File: config.mk
export PLATFORM = sky130hd
export DESIGN_NAME = serial_link
export DESIGN_NICKNAME = d
export VERILOG_FILES = /design/src/rtl/slk_pkg.sv /design/src/rtl/slk_tick.sv /design/src/rtl/slk_tx.sv /design/src/rtl/slk_rxbuf.sv /design/src/rtl/slk_rx.sv /design/src/rtl/serial_link.sv
export SDC_FILE = /design/constraint.sdc
export NUM_CORES = 1
export LEC_CHECK = 0
export ABC_AREA = 1
export BUFFER_PORTS_ARGS = -buffer_cell sky130_fd_sc_hd__buf_4
export CAP_MARGIN = 20
export CORE_MARGIN = 2
export CORE_UTILIZATION = 51
export CTS_CLUSTER_DIAMETER = 80
export CTS_CLUSTER_SIZE = 12
export DETAILED_ROUTE_END_ITERATION = 10
export MAX_ROUTING_LAYER = met4
export PLACE_DENSITY = 0.66
export SYNTH_ARGS = -nofsm -noshare
export SYNTH_HDL_FRONTEND = slang
export SYNTH_SLANG_ARGS = --single-unit
File: constraint.sdc
create_clock -name clk -period 6.95 [get_ports clk]
set_input_delay 0 -clock clk [delete_from_list [all_inputs] [get_ports clk]]
set_output_delay 0 -clock clk [all_outputs]
set_load 0.03 [all_outputs]
File: src/rtl/slk_pkg.sv
package slk_pkg;
  localparam int OVS   = 16;
  localparam int DBITS = 8;
  typedef enum logic [1:0] {RX_IDLE, RX_START, RX_BITS} rx_state_t;
endpackage

File: src/rtl/slk_tick.sv
module slk_tick #(
  parameter int DIV_W = 16
) (
  input  logic             clk,
  input  logic             rst_n,
  input  logic             en,
  input  logic             restart,
  input  logic [DIV_W-1:0] div,
  output logic             tick
);
  logic [DIV_W-1:0] cnt;

  assign tick = en && !restart && (({1'b0, cnt} + 1'b1) >= {1'b0, div});

  always_ff @(posedge clk) begin
    if (!rst_n || restart || !en) cnt <= '0;
    else if (tick)                cnt <= '0;
    else                          cnt <= cnt + 1'b1;
  end
endmodule

File: src/rtl/slk_tx.sv
module slk_tx
  import slk_pkg::*;
#(
  parameter int DIV_W = 16
) (
  input  logic             clk,
  input  logic             rst_n,
  input  logic             en,
  input  logic             task_start,
  input  logic             task_stop,
  input  logic             parity_en,
  input  logic             flow_en,
  input  logic             cts_n,
  input  logic [DIV_W-1:0] div,
  input  logic             tx_valid,
  input  logic [7:0]       tx_data,
  output logic             tx_ready,
  output logic             ser,
  output logic             done
);
  logic        active, busy, tick, load;
  logic [10:0] sh;
  logic [3:0]  ocnt, bitn, last;

  assign last     = parity_en ? 4'd10 : 4'd9;
  assign tx_ready = en && active && !busy && (!flow_en || !cts_n);
  assign load     = tx_valid && tx_ready;
  assign done     = busy && tick && (ocnt == 4'(OVS-1)) && (bitn == last);
  assign ser      = busy ? sh[0] : 1'b1;

  slk_tick #(.DIV_W(DIV_W)) u_tick (
    .clk(clk), .rst_n(rst_n), .en(en && busy), .restart(load), .div(div), .tick(tick)
  );

  always_ff @(posedge clk) begin
    if (!rst_n || !en)  active <= 1'b0;
    else if (task_stop) active <= 1'b0;
    else if (task_start) active <= 1'b1;
  end

  always_ff @(posedge clk) begin
    if (!rst_n || !en) begin
      busy <= 1'b0; sh <= '1; ocnt <= '0; bitn <= '0;
    end else if (load) begin
      busy <= 1'b1;
      sh   <= {1'b1, (parity_en ? ^tx_data : 1'b1), tx_data, 1'b0};
      ocnt <= '0; bitn <= '0;
    end else if (busy && tick) begin
      if (ocnt == 4'(OVS-1)) begin
        ocnt <= '0;
        if (done) busy <= 1'b0;
        else begin
          sh   <= {1'b1, sh[10:1]};
          bitn <= bitn + 1'b1;
        end
      end else ocnt <= ocnt + 1'b1;
    end
  end

  a_r10_cts_gate: assert property (@(posedge clk) disable iff (!rst_n)
    (flow_en && cts_n) |-> !tx_ready);
  a_r1_done_on_stop: assert property (@(posedge clk) disable iff (!rst_n)
    done |-> ser);
  a_r8_frame_completes: assert property (@(posedge clk) disable iff (!rst_n)
    (busy && !done && en) |=> busy);
endmodule

File: src/rtl/slk_rxbuf.sv
module slk_rxbuf #(
  parameter int DEPTH = 6,
  parameter int W     = 8
) (
  input  logic                         clk,
  input  logic                         rst_n,
  input  logic                         push,
  input  logic [W-1:0]                 wdata,
  input  logic                         pop,
  output logic [W-1:0]                 rdata,
  output logic [$clog2(DEPTH+1)-1:0]   cnt,
  output logic                         full,
  output logic                         empty
);
  localparam int AW = (DEPTH > 1) ? $clog2(DEPTH) : 1;
  localparam int CW = $clog2(DEPTH+1);

  logic [W-1:0]  mem [DEPTH];
  logic [AW-1:0] wp, rp;
  logic          acc, tak;

  assign full  = (cnt == CW'(DEPTH));
  assign empty = (cnt == '0);
  assign acc   = push && !full;
  assign tak   = pop && !empty;
  assign rdata = mem[rp];

  always_ff @(posedge clk) begin
    if (!rst_n) begin
      wp <= '0; rp <= '0; cnt <= '0;
    end else begin
      if (acc) wp <= (wp == AW'(DEPTH-1)) ? '0 : wp + 1'b1;
      if (tak) rp <= (rp == AW'(DEPTH-1)) ? '0 : rp + 1'b1;
      cnt <= cnt + CW'(acc) - CW'(tak);
    end
  end

  always_ff @(posedge clk) begin
    if (acc) mem[wp] <= wdata;
  end

  a_r6_cnt_bound: assert property (@(posedge clk) disable iff (!rst_n)
    cnt <= CW'(DEPTH));
  a_r6_full_drop: assert property (@(posedge clk) disable iff (!rst_n)
    (full && push && !pop) |=> (full && $stable(wp)));
endmodule

File: src/rtl/slk_rx.sv
module slk_rx
  import slk_pkg::*;
#(
  parameter int DIV_W = 16
) (
  input  logic             clk,
  input  logic             rst_n,
  input  logic             en,
  input  logic             task_start,
  input  logic             task_stop,
  input  logic             parity_en,
  input  logic             rxd,
  input  logic [DIV_W-1:0] div,
  input  logic             buf_full,
  output logic             push,
  output logic [7:0]       rbyte,
  output logic             active,
  output logic             ev_timeout,
  output logic             err_frame,
  output logic             err_parity,
  output logic             err_overrun
);
  rx_state_t  st;
  logic       r1, r2, r3, tick, start_det, sample, at_stop, pend, par_bit;
  logic [3:0] ocnt, bitn, last;
  logic [7:0] sh;

  assign last      = parity_en ? 4'd9 : 4'd8;
  assign start_det = (st == RX_IDLE) && active && r3 && !r2;
  assign sample    = (st == RX_BITS) && tick && (ocnt == 4'(OVS-1));
  assign at_stop   = sample && (bitn == last);
  assign push      = at_stop && !buf_full;
  assign rbyte     = sh;

  slk_tick #(.DIV_W(DIV_W)) u_tick (
    .clk(clk), .rst_n(rst_n), .en(en && (st != RX_IDLE)), .restart(start_det),
    .div(div), .tick(tick)
  );

  always_ff @(posedge clk) begin
    if (!rst_n) begin r1 <= 1'b1; r2 <= 1'b1; r3 <= 1'b1; end
    else        begin r1 <= rxd;  r2 <= r1;   r3 <= r2;   end
  end

  always_ff @(posedge clk) begin
    if (!rst_n || !en) begin
      active <= 1'b0; pend <= 1'b0; ev_timeout <= 1'b0;
    end else begin
      if (task_stop) active <= 1'b0;
      else if (task_start) active <= 1'b1;
      ev_timeout <= pend && (st == RX_IDLE);
      if (task_stop && active) pend <= 1'b1;
      else if (st == RX_IDLE)  pend <= 1'b0;
    end
  end

  always_ff @(posedge clk) begin
    if (!rst_n) begin
      err_frame <= 1'b0; err_parity <= 1'b0; err_overrun <= 1'b0;
    end else if (task_start) begin
      err_frame <= 1'b0; err_parity <= 1'b0; err_overrun <= 1'b0;
    end else if (at_stop) begin
      if (!r2)      err_frame   <= 1'b1;
      if (buf_full) err_overrun <= 1'b1;
      if (parity_en && ((^sh) != par_bit)) err_parity <= 1'b1;
    end
  end

  always_ff @(posedge clk) begin
    if (!rst_n || !en) begin
      st <= RX_IDLE; ocnt <= '0; bitn <= '0; sh <= '0; par_bit <= 1'b0;
    end else begin
      case (st)
        RX_IDLE: if (start_det) begin st <= RX_START; ocnt <= '0; end
        RX_START: if (tick) begin
          if (ocnt == 4'(OVS/2-1)) begin
            ocnt <= '0; bitn <= '0;
            st   <= r2 ? RX_IDLE : RX_BITS;
          end else ocnt <= ocnt + 1'b1;
        end
        RX_BITS: if (tick) begin
          if (ocnt == 4'(OVS-1)) begin
            ocnt <= '0;
            if (bitn < 4'(DBITS)) sh <= {r2, sh[7:1]};
            if (bitn == 4'(DBITS) && parity_en) par_bit <= r2;
            if (bitn == last) st <= RX_IDLE;
            else bitn <= bitn + 1'b1;
          end else ocnt <= ocnt + 1'b1;
        end
        default: st <= RX_IDLE;
      endcase
    end
  end

  a_r9_timeout_halted: assert property (@(posedge clk) disable iff (!rst_n)
    ev_timeout |-> (!active && st == RX_IDLE));
  a_r3_push_in_frame: assert property (@(posedge clk) disable iff (!rst_n)
    push |=> (st == RX_IDLE));
endmodule

File: src/rtl/serial_link.sv
module serial_link #(
  parameter int DIV_W    = 16,
  parameter int RX_DEPTH = 6,
  parameter int RTS_ROOM = 4
) (
  input  logic             clk,
  input  logic             rst_n,
  input  logic             cfg_enable,
  input  logic [DIV_W-1:0] cfg_divisor,
  input  logic             cfg_parity_en,
  input  logic             cfg_flow_en,
  input  logic             cfg_rxd_conn,
  input  logic             cfg_cts_conn,
  input  logic             cfg_txd_conn,
  input  logic             cfg_rts_conn,
  input  logic             task_rx_start,
  input  logic             task_rx_stop,
  input  logic             task_tx_start,
  input  logic             task_tx_stop,
  input  logic             tx_valid,
  input  logic [7:0]       tx_data,
  output logic             tx_ready,
  output logic             rx_valid,
  output logic [7:0]       rx_data,
  input  logic             rx_ready,
  output logic             ev_rx_ready,
  output logic             ev_tx_done,
  output logic             ev_rx_timeout,
  output logic             err_parity,
  output logic             err_frame,
  output logic             err_overrun,
  input  logic             rxd_i,
  input  logic             cts_n_i,
  output logic             txd_o,
  output logic             txd_oe,
  output logic             rts_n_o,
  output logic             rts_n_oe
);
  localparam int CW = $clog2(RX_DEPTH+1);

  logic          rxd_eff, cts_eff, ser, rx_active, push, buf_full, buf_empty;
  logic [7:0]    rbyte;
  logic [CW-1:0] buf_cnt;

  assign rxd_eff = cfg_rxd_conn ? rxd_i   : 1'b1;
  assign cts_eff = cfg_cts_conn ? cts_n_i : 1'b1;

  slk_tx #(.DIV_W(DIV_W)) u_tx (
    .clk(clk), .rst_n(rst_n), .en(cfg_enable), .task_start(task_tx_start),
    .task_stop(task_tx_stop), .parity_en(cfg_parity_en), .flow_en(cfg_flow_en),
    .cts_n(cts_eff), .div(cfg_divisor), .tx_valid(tx_valid), .tx_data(tx_data),
    .tx_ready(tx_ready), .ser(ser), .done(ev_tx_done)
  );

  slk_rx #(.DIV_W(DIV_W)) u_rx (
    .clk(clk), .rst_n(rst_n), .en(cfg_enable), .task_start(task_rx_start),
    .task_stop(task_rx_stop), .parity_en(cfg_parity_en), .rxd(rxd_eff),
    .div(cfg_divisor), .buf_full(buf_full), .push(push), .rbyte(rbyte),
    .active(rx_active), .ev_timeout(ev_rx_timeout), .err_frame(err_frame),
    .err_parity(err_parity), .err_overrun(err_overrun)
  );

  slk_rxbuf #(.DEPTH(RX_DEPTH), .W(8)) u_buf (
    .clk(clk), .rst_n(rst_n), .push(push), .wdata(rbyte), .pop(rx_ready),
    .rdata(rx_data), .cnt(buf_cnt), .full(buf_full), .empty(buf_empty)
  );

  assign rx_valid    = !buf_empty;
  assign ev_rx_ready = push;
  assign txd_oe      = cfg_enable && cfg_txd_conn;
  assign rts_n_oe    = cfg_enable && cfg_rts_conn;
  assign txd_o       = txd_oe ? ser : 1'b1;
  assign rts_n_o     = !(cfg_flow_en && rx_active &&
                         ((RX_DEPTH - int'(buf_cnt)) > RTS_ROOM));

  a_r11_rts_headroom: assert property (@(posedge clk) disable iff (!rst_n)
    ((int'(buf_cnt) + RTS_ROOM) >= RX_DEPTH) |-> rts_n_o);
  a_r7_event_store: assert property (@(posedge clk) disable iff (!rst_n)
    (ev_rx_ready && !(rx_valid && rx_ready)) |=> rx_valid);
endmodule

==> metrics <==
largest net degree at the start of global routing=26; layout cells sized above 1=0.153; vias per cell=just under 5; number of port buffers=60; area delta synth->final=18.5%; DR iter-0 viols=367; Bufs on Longest Clock Path=2; die area=15400 µm²; Reg2Reg Launch Point=u_rx.u_tick.cnt[0]; die height=124 µm; Async S/R FF share, synth=0; most frequent CP cell=nor2_1; WS Path Type=reg -> reg; global-route wire length before repair=24.5 mm; Critical R2R Capture=u_buf.mem[2][1]; vias in the first global route=between 5000 and 6000; slowest CP cell=nor2_1; Core Area=between 10000 and 15000 µm²; Worst path max stage delay=660 ps; leakage power=between 4 and 5 nW; fmax=roughly 260 MHz; worst path setup slack after routing=3060 ps; crit path launch type=flop; Slew Viols, Final=0; status=finished clean; post-route ant nets=0; Reg clk slew, reported paths=60 ps; vias=5724; ant diodes=0; cell family with most CP delay=simple AND/OR/NAND/NOR gates; Syn Inst Count=between 900 and 1000; Fin Setup TNS=0 ps; top post-synthesis cells by count=nand2_1, inv_1, nor2_1, dfxtp_1, edfxtp_1; setup slack, reg-to-reg=3060 ps; post-synth cell types=just under 50; period utilization=0.560; WP data arrival=3940 ps; post_cts resized=0; number of synthesized flops with an enable pin=48; ys flop type=dfxtp_1; RePlAce Congestion=0.826; Die Width=between 100 and 150 µm; Worst Path Buf+Inv=2; clock sinks=140; crit-path cells=ha_1 > nand2_1 > nor4_2 > nand2_1 > nor2_1 > nand3_1 > nor2_1 > xnor2_1 > inv_1 > ha_1 > nand2_1 > nor2_1 > nand3_1 > nor2_1 > nor2_1 > nand3_2 > nand4_2 > inv_1 > nand2_1 > nor2_1; minimum clock period=3890 ps; Synth Net Count=roughly 990; All-Layer GR Usage=0.212; hpwl dp=about 10 mm; Max-slew headroom=0.423; cell with the most instances after synthesis=nand2_1; Critical Path Fanout Max=8; Final Hold Viols=0; 1st-pass router iterations=4; I/O pins=just over 60; Final Skew=6.57 ps; worst vdd ir=about 0.00015 V; TritonCTS buffer count=17; number of post-CTS setup repair buffers=0; CTS root buffer=clkbuf_16; CTS tree=yes; Synth Cell Area=7360 µm²; PD cells=~220 nW/µm²; Seq cells post-synth=140; Final Net Count=approximately 1100; DRC=0; Worst-Margin Slew=864 ps; Hold Path Class=in -> reg; Initial Util=0.526; antenna violations before repair=0; final setup vio count=0; WP data required=6990 ps; Reg2Reg Depth=20; Max-Cap Viols=0; GRT overflow=0; clock latency reported for the late side of the worst-skew pair=roughly 420 ps; worst hold start=rx_ready; worst slack, placed=about 2900 ps; H-tree levels=4; endpoint of the worst hold path=u_buf.rp[0]; fillers=roughly 1300; row count=43; CTS Hold Buffers Added=17; DR WL/cell=about 12 µm; sequential area share after synthesis=0.446; syn_area_per_cell=8.15 µm²; Synth Warn #=0; CP endpoint kind=flop; Final Routed Wirelength=roughly 15 mm; unrepaired setup endpoints after global routing=no; Hold Path Depth=5; share of Yosys cell area claimed by the top area cell type=0.250; top post-synthesis cells by area=dfxtp_1, edfxtp_1, nand2_1; Yosys top cell by area=dfxtp_1
-- power breakdown --
group | internal, mW | total [mW] | switching, mW
Clock | 0.529 | 0.878 | 0.349
Combinational | 0.0819 | 0.198 | 0.116
Sequential | 0.856 | 0.883 | 0.0265
-- per-stage QoR --
stage	power, mW	hold slack, ps	area (µm²)	instances	util
final	1.96	46.3	8730	1180	0.624
after global routing	2.04	90.1	8730	1180	0.624
after CTS	1.98	29.0	8710	1177	0.622
after detailed placement	1.09	167	7960	1128	0.569
after global placement	1.09	166	7960	1128	0.569
after floorplan	1.03	68.7	7360	904	-
-- sequential cells by signal, indices dropped and copies added, names as in the netlist, 2 cells and up, named ones only --
| signal | count |
|---|---|
| u_rx.st | 2 |
| u_buf.rp | 3 |
| u_rx.ocnt | 4 |
| u_rx.u_tick.cnt | 16 |
| u_rx.bitn | 4 |
| u_tx.sh | 10 |
| u_tx.ocnt | 4 |
| u_tx.u_tick.cnt | 16 |
| u_buf.wp | 3 |
| u_buf.mem | 48 |
| u_tx.bitn | 4 |
| u_rx.rbyte | 8 |
| u_buf.cnt | 3 |
-- routing by layer --
metal / up-vias / part of all wire / global-route usage / wire [µm]
met1: 2552 / 0.50 / 0.279 / 7240
li1: 3071 / - / - / -
met2: 88 / 0.46 / 0.328 / 6700
met4: 0 / 0.011 / 0.0751 / 165
met3: 13 / 0.033 / 0.0408 / 478
met5: - / 0 / - / 0
-- cell usage in the layout (no fill, tap or decap), types with 17 or more instances in the layout --
cell           synthesis  final
a21oi_1               43     43
buf_4                  0     60
clkbuf_16              0     17
dfxtp_1               92     92
dlygate4sd3_1          0     17
edfxtp_1              48     48
ha_1                  45     45
inv_1                132    132
nand2_1              196    196
nand3_1               35     35
nor2_1               114    114
o21ai_0               35     35
xor2_1                25     25
-- kinds of logic after synthesis --
| family | synth area share |
|---|---|
| simple gates | 0.266 |
| buf+inv | 0.0824 |
| flops | 0.446 |
| compound gates | 0.0805 |
| fa+ha+maj | 0.0792 |
| xor+xnor | 0.0460 |
-- worst reg2reg max path, stage by stage, from the launching register on --
cell     delay (ps)
dfxtp_1         370
ha_1            180
nand2_1         100
nor4_2          290
nand2_1         120
nor2_1          120
nand3_1         100
nor2_1          140
xnor2_1         160
inv_1            60
ha_1            290
nand2_1          70
nor2_1          100
nand3_1          80
nor2_1          100
nor2_1           60
nand3_2         100
nand4_2         140
inv_1           160
nand2_1         140
nor2_1          660
-- area by class of cell --
| type | instances | area [µm²] | share of cell area |
|---|---|---|---|
| tap | 180 | 225 | 0.0258 |
| sequential | 140 | 3280 | 0.376 |
| clock buffer | 18 | 429 | 0.0492 |
| clock inverter | 14 | 144 | 0.0165 |
| multi-input combinational | 607 | 3470 | 0.398 |
| inverter | 141 | 529 | 0.0607 |
| timing repair buffer | 80 | 641 | 0.0734 |
-- how the worst max path moves through the flow --
stage / slack [ps] / from / depth (start not counted) / end
final: 3060 / u_rx.u_tick.cnt[0] / 20 / u_buf.mem[2][1]
after global routing: 2480 / u_rx.u_tick.cnt[0] / 20 / u_buf.mem[2][1]
after CTS: 2820 / u_rx.u_tick.cnt[0] / 20 / u_buf.mem[4][2]
after detailed placement: 2860 / u_rx.u_tick.cnt[0] / 20 / u_buf.mem[5][2]
after global placement: 2940 / u_rx.u_tick.cnt[0] / 20 / u_buf.mem[5][2]
after floorplan: 3320 / u_rx.u_tick.cnt[0] / 20 / u_buf.mem[3][0]
No activity file was read; power rests on OpenSTA's default activity.
